## config.mk

```make
export PLATFORM = sky130hd
export DESIGN_NAME = halt_wake_ctrl
export DESIGN_NICKNAME = d
export VERILOG_FILES = /design/src/rtl/hwc_pkg.sv /design/src/rtl/hwc_stab_timer.sv /design/src/rtl/hwc_wake_sel.sv /design/src/rtl/hwc_imask.sv /design/src/rtl/halt_wake_ctrl.sv
export SDC_FILE = /design/constraint.sdc
export NUM_CORES = 1
export LEC_CHECK = 0
export ABC_AREA = 0
export BUFFER_PORTS_ARGS = -buffer_cell sky130_fd_sc_hd__buf_4
export CORE_ASPECT_RATIO = 0.8
export CORE_MARGIN = 2
export CORE_UTILIZATION = 52
export CTS_CLUSTER_SIZE = 24
export DETAILED_ROUTE_END_ITERATION = 12
export HOLD_SLACK_MARGIN = 0.06
export PLACE_DENSITY = 0.78
export SYNTH_ARGS = -nofsm -noshare
export SYNTH_HDL_FRONTEND = slang
export SYNTH_SLANG_ARGS = --single-unit
```

## constraint.sdc

```tcl
create_clock -name clk -period 2.35 [get_ports clk]
set_input_delay 0.1175 -clock clk [delete_from_list [all_inputs] [get_ports clk]]
set_output_delay 0.1175 -clock clk [all_outputs]
set_load 0.02 [all_outputs]
```

## src/rtl/hwc_pkg.sv

```systemverilog
package hwc_pkg;
    localparam int CNT_W = 12;
    localparam logic [CNT_W-1:0] LIM_SHORT = 12'd255;
    localparam logic [CNT_W-1:0] LIM_LONG  = 12'd4095;
    localparam logic [1:0] IMASK_HALT = 2'b10;
    localparam logic [1:0] IMASK_RST  = 2'b11;

    typedef enum logic [1:0] {ST_RUN = 2'd0, ST_HALT = 2'd1, ST_STAB = 2'd2} pstate_e;

    typedef struct packed {
        logic main_osc;
        logic cpu_clk;
        logic periph_clk;
        logic awu_osc;
    } clk_en_t;

    function automatic logic [CNT_W-1:0] stab_limit(input logic long_sel);
        return long_sel ? LIM_LONG : LIM_SHORT;
    endfunction

    function automatic clk_en_t clk_plan(input pstate_e st, input logic awu_mode);
        clk_en_t c;
        case (st)
            ST_HALT: c = '{main_osc: 1'b0, cpu_clk: 1'b0, periph_clk: 1'b0, awu_osc: awu_mode};
            ST_STAB: c = '{main_osc: 1'b1, cpu_clk: 1'b0, periph_clk: 1'b0, awu_osc: awu_mode};
            default: c = '{main_osc: 1'b1, cpu_clk: 1'b1, periph_clk: 1'b1, awu_osc: 1'b0};
        endcase
        return c;
    endfunction
endpackage

```

## src/rtl/hwc_stab_timer.sv

```systemverilog
module hwc_stab_timer #(
    parameter int CNT_W = hwc_pkg::CNT_W
) (
    input  logic             clk,
    input  logic             rst,
    input  logic             run_i,
    input  logic [CNT_W-1:0] limit_i,
    output logic             done_o
);
    logic [CNT_W-1:0] cnt_q;

    always_ff @(posedge clk) begin
        if (rst || !run_i) cnt_q <= '0;
        else               cnt_q <= cnt_q + 1'b1;
    end

    assign done_o = run_i && (cnt_q == limit_i);
endmodule

```

## src/rtl/hwc_wake_sel.sv

```systemverilog
module hwc_wake_sel #(
    parameter int                 NUM_SRC   = 4,
    parameter logic [NUM_SRC-1:0] WAKE_MASK = 4'b0011,
    parameter int                 AWU_SRC   = 0,
    localparam int                IDW       = (NUM_SRC > 1) ? $clog2(NUM_SRC) : 1
) (
    input  logic               clk,
    input  logic               rst,
    input  logic               armed_i,
    input  logic               clear_i,
    input  logic               awu_mode_i,
    input  logic [NUM_SRC-1:0] irq_i,
    input  logic               rst_wake_i,
    output logic               hit_o,
    output logic               pend_rst_o,
    output logic [IDW-1:0]     pend_id_o
);
    logic [NUM_SRC-1:0] variant_mask;
    logic [NUM_SRC-1:0] eligible;
    logic [NUM_SRC-1:0] pend_q;
    logic               rst_pend_q;

    always_comb begin
        variant_mask = WAKE_MASK;
        if (!awu_mode_i) variant_mask[AWU_SRC] = 1'b0;
    end

    assign eligible = irq_i & variant_mask;
    assign hit_o    = armed_i && ((|eligible) || rst_wake_i);

    always_ff @(posedge clk) begin
        if (rst || clear_i) begin
            pend_q     <= '0;
            rst_pend_q <= 1'b0;
        end else if (armed_i) begin
            pend_q     <= pend_q | eligible;
            rst_pend_q <= rst_pend_q | rst_wake_i;
        end
    end

    always_comb begin
        pend_id_o = '0;
        for (int i = NUM_SRC - 1; i >= 0; i--) begin
            if (pend_q[i]) pend_id_o = IDW'(i);
        end
    end

    assign pend_rst_o = rst_pend_q;
endmodule

```

## src/rtl/hwc_imask.sv

```systemverilog
module hwc_imask (
    input  logic       clk,
    input  logic       rst,
    input  logic       halt_enter_i,
    input  logic       isr_enter_i,
    input  logic [1:0] isr_prio_i,
    input  logic       isr_done_i,
    output logic [1:0] imask_o
);
    import hwc_pkg::*;

    logic [1:0] cur_q;
    logic [1:0] saved_q;
    logic       in_isr_q;

    always_ff @(posedge clk) begin
        if (rst) begin
            cur_q    <= IMASK_RST;
            saved_q  <= IMASK_RST;
            in_isr_q <= 1'b0;
        end else if (halt_enter_i) begin
            cur_q <= IMASK_HALT;
        end else if (isr_enter_i) begin
            saved_q  <= cur_q;
            cur_q    <= isr_prio_i;
            in_isr_q <= 1'b1;
        end else if (isr_done_i && in_isr_q) begin
            cur_q    <= saved_q;
            in_isr_q <= 1'b0;
        end
    end

    assign imask_o = cur_q;
endmodule

```

## src/rtl/halt_wake_ctrl.sv

```systemverilog
module halt_wake_ctrl #(
    parameter int                 NUM_SRC   = 4,
    parameter logic [NUM_SRC-1:0] WAKE_MASK = 4'b0011,
    localparam int                IDW       = (NUM_SRC > 1) ? $clog2(NUM_SRC) : 1
) (
    input  logic                 clk,
    input  logic                 rst,
    input  logic                 halt_req_i,
    input  logic                 awu_en_i,
    input  logic                 wdg_en_i,
    input  logic                 wdg_halt_ok_i,
    input  logic                 long_dly_i,
    input  logic [NUM_SRC-1:0]   irq_i,
    input  logic [2*NUM_SRC-1:0] irq_prio_i,
    input  logic                 rst_wake_i,
    input  logic                 isr_done_i,
    output logic                 main_osc_en_o,
    output logic                 cpu_clk_en_o,
    output logic                 periph_clk_en_o,
    output logic                 awu_osc_en_o,
    output logic                 rst_req_o,
    output logic                 isr_req_o,
    output logic [IDW-1:0]       isr_id_o,
    output logic [1:0]           imask_o
);
    import hwc_pkg::*;

    pstate_e          st_q, st_d;
    logic             awu_mode_q;
    logic             long_q;
    logic             rst_req_q, isr_req_q;
    logic [IDW-1:0]   isr_id_q;
    clk_en_t          ce;

    logic             halt_ok, halt_to_rst, enter_halt;
    logic             wake_hit, stab_done, pend_rst;
    logic [IDW-1:0]   pend_id;
    logic             isr_enter;
    logic [1:0]       sel_prio;

    assign halt_to_rst = (st_q == ST_RUN) && halt_req_i && wdg_en_i && !wdg_halt_ok_i;
    assign halt_ok     = (st_q == ST_RUN) && halt_req_i && !halt_to_rst;
    assign enter_halt  = halt_ok;

    hwc_wake_sel #(.NUM_SRC(NUM_SRC), .WAKE_MASK(WAKE_MASK), .AWU_SRC(0)) u_wake (
        .clk        (clk),
        .rst        (rst),
        .armed_i    (st_q != ST_RUN),
        .clear_i    (stab_done),
        .awu_mode_i (awu_mode_q),
        .irq_i      (irq_i),
        .rst_wake_i (rst_wake_i),
        .hit_o      (wake_hit),
        .pend_rst_o (pend_rst),
        .pend_id_o  (pend_id)
    );

    hwc_stab_timer #(.CNT_W(CNT_W)) u_timer (
        .clk     (clk),
        .rst     (rst),
        .run_i   (st_q == ST_STAB),
        .limit_i (stab_limit(long_q)),
        .done_o  (stab_done)
    );

    always_comb begin
        st_d = st_q;
        case (st_q)
            ST_RUN:  if (enter_halt) st_d = ST_HALT;
            ST_HALT: if (wake_hit)   st_d = ST_STAB;
            ST_STAB: if (stab_done)  st_d = ST_RUN;
            default: st_d = ST_RUN;
        endcase
    end

    always_ff @(posedge clk) begin
        if (rst) begin
            st_q       <= ST_RUN;
            awu_mode_q <= 1'b0;
            long_q     <= 1'b0;
            rst_req_q  <= 1'b0;
            isr_req_q  <= 1'b0;
            isr_id_q   <= '0;
        end else begin
            st_q      <= st_d;
            rst_req_q <= halt_to_rst || (stab_done && pend_rst);
            isr_req_q <= stab_done && !pend_rst;
            if (enter_halt) awu_mode_q <= awu_en_i;
            if (st_q == ST_HALT && wake_hit) long_q <= long_dly_i;
            if (stab_done && !pend_rst) isr_id_q <= pend_id;
        end
    end

    assign isr_enter = stab_done && !pend_rst;
    assign sel_prio  = irq_prio_i[{pend_id, 1'b0} +: 2];

    hwc_imask u_imask (
        .clk          (clk),
        .rst          (rst),
        .halt_enter_i (enter_halt),
        .isr_enter_i  (isr_enter),
        .isr_prio_i   (sel_prio),
        .isr_done_i   (isr_done_i),
        .imask_o      (imask_o)
    );

    assign ce              = clk_plan(st_q, awu_mode_q);
    assign main_osc_en_o   = ce.main_osc;
    assign cpu_clk_en_o    = ce.cpu_clk;
    assign periph_clk_en_o = ce.periph_clk;
    assign awu_osc_en_o    = ce.awu_osc;
    assign rst_req_o       = rst_req_q;
    assign isr_req_o       = isr_req_q;
    assign isr_id_o        = isr_id_q;
endmodule

```

==> results of run 1 <==
## path summary, 6_finish.rpt
kind                                   from                 end  slack, ns  cells past startpoint
worst min register to register  isr_id_o[0]         isr_id_o[0]       0.50                      2
worst max register to register      st_q[0]  u_imask.saved_q[0]       0.25                      6
worst max-delay path                st_q[0]  u_imask.saved_q[0]       0.25                      6
worst min-delay path             long_dly_i              long_q       0.07                      3
## critical path, stage by stage (launching register included)
cell,delay [ns]
dfxtp_1,0.37
inv_1,0.12
ha_1,0.30
nor4b_1,0.39
a22oi_1,0.27
nor3_2,0.37
mux2i_1,0.22
## flip-flops by register name, indices dropped and copies added (netlist names), 2 cells and up
name and count:
u_imask.saved_q 2, u_timer.cnt_q 12, st_q 2, u_wake.pend_q 2, u_imask.imask_o 2
## per-layer routing
metal  vias up  share of wire (%)  global-route usage [%]
li1        590                  -                       -
met1       553                 47                   28.52
met2        43                 46                   32.08
met3         6                5.4                   6.366
met4         0                1.5                   5.435
met5         -                  0                       0
## cell usage after synthesis (2+ instances only)
| master | n |
|---|---|
| nand2b_1 | 2 |
| nor2_1 | 22 |
| inv_1 | 7 |
| o21ai_0 | 3 |
| nand2_1 | 12 |
| a31oi_1 | 2 |
| xnor2_1 | 3 |
| clkbuf_1 | 2 |
| o31ai_1 | 2 |
| nand3_1 | 5 |
| buf_4 | 2 |
| mux2i_1 | 5 |
| a221oi_1 | 2 |
| dfxtp_1 | 27 |
| or4_1 | 2 |
| xor2_1 | 6 |
| mux2_2 | 2 |
| nor2b_1 | 5 |
| and3_1 | 6 |
| ha_1 | 6 |
| nor3_1 | 4 |
| a21oi_1 | 6 |
| nand4_1 | 3 |
| o21a_1 | 2 |
| or3_1 | 2 |
## power by group
group          total, mW  internal [mW]  switching [mW]
Combinational      0.411          0.176           0.235
Clock              0.189         0.0637           0.125
Sequential         0.523          0.492          0.0316
## logic make-up after synthesis
group | count (synthesis) | synth area share [%]
XOR/XNOR | 9 | 5.877
AND/OR/NAND/NOR | 69 | 26.68
adder cells (fa/ha/maj) | 6 | 5.597
flip-flops | 27 | 40.30
AO/OA/AOI/OAI | 23 | 11.85
other | 1 | 0.2796
multiplexers | 7 | 5.410
buffers and inverters | 12 | 4.011
## through the flow
stage / setup WS [ns] / hold slack (ns) / instances
final: 0.2513 / 0.07081 / 216
after global routing: 0.01275 / 0.06176 / 216
after CTS: 0.2660 / 0.06101 / 216
after detailed placement: 0.2833 / 0.3813 / 208
after global placement: 0.4391 / 0.3656 / 208
after floorplan: 0.6348 / 0.2647 / 154
## cell type report
| class | count | area [um2] | area share [%] |
|---|---|---|---|
| Clock buffer | 3 | 22.52 | 1.408 |
| Tap cell | 36 | 45.04 | 2.817 |
| Inverter | 7 | 26.28 | 1.643 |
| Sequential cell | 27 | 540.5 | 33.80 |
| Multi-Input combinational cell | 115 | 747.0 | 46.71 |
| Clock inverter | 1 | 5.005 | 0.3130 |
| Timing Repair Buffer | 27 | 212.7 | 13.30 |
==> qor.csv, run 1 <==
metric;value;unit
status;finished, final reports clean;
async_flop_share;0;%
cts_setup_buffers;0;
avgSynthCellArea;8.710;um2
syn_inst;154;
final.min_clock_period;2.099;ns
design_area;1599;um2
synth_top_area_share;40.30;%
yosys_warnings;0;
seq_area_frac_synth;40.30;%
synthesis.area;1341;um2
synth_ff_type;dfxtp_1;
cts_resized;0;
cp-start-kind;register;
grt_pass1_vias;1100;
fill_cells;229;
die_w;60.78;um
gp_congestion;0.8871;
cts_buffer_depth;2;
drv_cap;0;
root_buffer;clkbuf_4;
drt_wl_total;2.845;mm
grt_overflow;0;
route.detailed.drc;0;
clock_latency;0.32;ns
grt_first_pass_wirelength;4.795;mm
placed_cell_area;1531;um2
vias;1192;
grt_max_degree;16;
finalHoldViolCount;0;
min_period_over_period;89.30;%
postRouteAntennaNets;0;
cts_htree_levels;1;
max_freq;0.4765;GHz
critPathMaxFanout;7;
synth_edf_count;0;
drive_above_1_share;18.33;%
io_buffers;23;
cp.arrival;2.35;ns
firstDrtPassIters;5;
coreArea;2442;um2
dp_hpwl;2.164;mm
hp-class;input pin to register;
leakagePower;0.6517;nW
synth_cell_types;39;
clock-sinks;27;
areaGrowthSynthToFinish;19.22;%
max_slew.worst_pin.slew;0.5279;ns
yosys.area.top_type;dfxtp_1;
grtUsageTotal;20.96;%
path_clk_slew;0.13;ns
cts_buffers;3;
final_core_util;65.47;%
cp.required;2.61;ns
synth-seq-cells;27;
num_rows;16;
antenna_found_initial;0;
fin_total_pwr;1.123;mW
final_common_cell;dfxtp_1;
finalClockSkew;0.003279;ns
tns;0;ns
synth_area_leaders;dfxtp_1 40%, nor2_1 6.2%, ha_1 5.6%, xor2_1 3.9%, mux2i_1 3.7%;
via_per_inst;5.519;
insertedDiodeCount;0;
rsz0062_at_grt;false;
cts_tree;built;
slew_violations;0;
postCtsHoldBufs;4;
setup_violations;0;
crit_type;register to register;
nets;208;
die_h;49.43;um
layout_common_cells;27 x dfxtp_1, 23 x buf_4, 22 x nor2_1;
ios;31;
die-area;3004;um2
synth_nets;181;
wl_per_cell;13.17;um
start_util;54.92;%
ir_worst_vdd;795.0;uV
dr.first_iter.drc_count;28;
slew_headroom;64.81;%
power.density;702.2;nW/um2
cp-end-kind;register;
Note: power is estimated with default switching activity, not from simulation.
==> run 2, diff against run 1 <==
- CTS_BUF_LIST: not set -> sky130_fd_sc_hd__clkbuf_16
==> qor.csv, run 2 (synthesis results as in run 1) <==
metric;value;unit
status;finished, final reports clean;
fin_total_pwr;1.301;mW
layout_common_cells;27 x dfxtp_1, 23 x buf_4, 22 x nor2_1;
p_switching;0.4089;mW
hp-class;input pin to register;
clock-sinks;27;
coreArea;2442;um2
crit_type;register to register;
io_buffers;23;
nets;204;
slew_violations;0;
grt_overflow;0;
cts_tree;built;
cts_setup_buffers;0;
power.density;807.5;nW/um2
route.detailed.drc;0;
vias;1147;
final_common_cell;dfxtp_1;
p_seq_share;40.2;%
largest_register;u_timer.cnt_q;
num_rows;16;
min_period_over_period;87.87;%
die-area;3004;um2
power_frac_comb;31.0;%
critPathMaxFanout;7;
start_util;54.92;%
placed_cell_area;1531;um2
final.min_clock_period;2.065;ns
cp-start-kind;register;
cts_htree_levels;1;
slew_headroom;65.32;%
wl_per_cell;13.19;um
fin_ws;0.2852;ns
worst_hold_slack;0.1127;ns
setup_violations;0;
rsz0062_at_grt;false;
place_ws;0.2833;ns
die_h;49.43;um
fill_cells;224;
areaGrowthSynthToFinish;20.15;%
postCtsHoldBufs;0;
largest_reg_flops;12;
p_clk_share;28.8;%
postRouteAntennaNets;0;
ir_worst_vdd;635.4;uV
design_area;1612;um2
drv_cap;0;
root_buffer;clkbuf_16;
drt_wl_total;2.797;mm
drive_above_1_share;18.75;%
firstDrtPassIters;4;
cts_resized;0;
antenna_found_initial;0;
clock_latency;0.26;ns
finalClockSkew;0.002139;ns
grt_first_pass_wirelength;4.726;mm
tns;0;ns
cp.required;2.54;ns
ios;31;
insertedDiodeCount;0;
grt_max_degree;16;
cp.arrival;2.26;ns
gp_congestion;0.8871;
dr.first_iter.drc_count;38;
cp-end-kind;register;
grt_pass1_vias;1039;
leakagePower;0.6582;nW
cts_buffer_depth;2;
max_slew.worst_pin.slew;0.5202;ns
intPower;0.8924;mW
path_clk_slew;0.06;ns
p_sw_share;31.42;%
die_w;60.78;um
finalHoldViolCount;0;
dp_hpwl;2.164;mm
cts_buffers;3;
via_per_inst;5.410;
max_freq;0.4843;GHz
grtUsageTotal;20.96;%
run 2: final timing paths:
path | cells past startpoint | slack (ns) | from | endpoint
hold / removal | 2 | 0.11 | rst | isr_id_o[0]
setup / recovery | 6 | 0.29 | st_q[0] | u_imask.saved_q[0]
hold reg to reg | 2 | 0.49 | isr_id_o[0] | isr_id_o[0]
setup reg to reg | 6 | 0.29 | st_q[0] | u_imask.saved_q[0]
run 2: through the flow:
stage,util [%],std cells
after floorplan,-,154
after global placement,62.70,208
after detailed placement,62.70,208
after CTS,65.98,212
after global routing,65.98,212
final,65.98,212
run 2: final cells by class:
type / instances / area, um2 / share of cell area (%)
flip-flops and latches: 27 / 540.5 / 33.54
repair buffers: 23 / 172.7 / 10.71
inverters: 7 / 26.28 / 1.630
multi-input cells: 115 / 747.0 / 46.35
well taps: 36 / 45.04 / 2.795
clock buffers: 3 / 75.07 / 4.658
clock inverters: 1 / 5.005 / 0.3106
run 2: critical path, cell delays in order, from the launching register on:
cell	delay, ns
dfxtp_1	0.34
inv_1	0.12
ha_1	0.30
nor4b_1	0.38
a22oi_1	0.27
nor3_2	0.37
mux2i_1	0.22
run 2: power by group through the flow:
| stage | logic, mW | clock network [mW] | registers, mW |
|---|---|---|---|
| after floorplan | 0.289 | 0 | 0.530 |
| after global placement | 0.388 | 0 | 0.529 |
| after detailed placement | 0.402 | 0 | 0.532 |
| after CTS | 0.404 | 0.382 | 0.522 |
| after global routing | 0.447 | 0.402 | 0.528 |
| final | 0.403 | 0.375 | 0.523 |
run 2: metal layers:
metal / vias to the layer above / part of all wire (%) / global-route usage [%]
met5: - / 0 / 0
met4: 0 / 1.3 / 6.159
met3: 6 / 6.3 / 6.366
met2: 40 / 47 / 31.54
met1: 520 / 46 / 28.69
li1: 581 / - / -
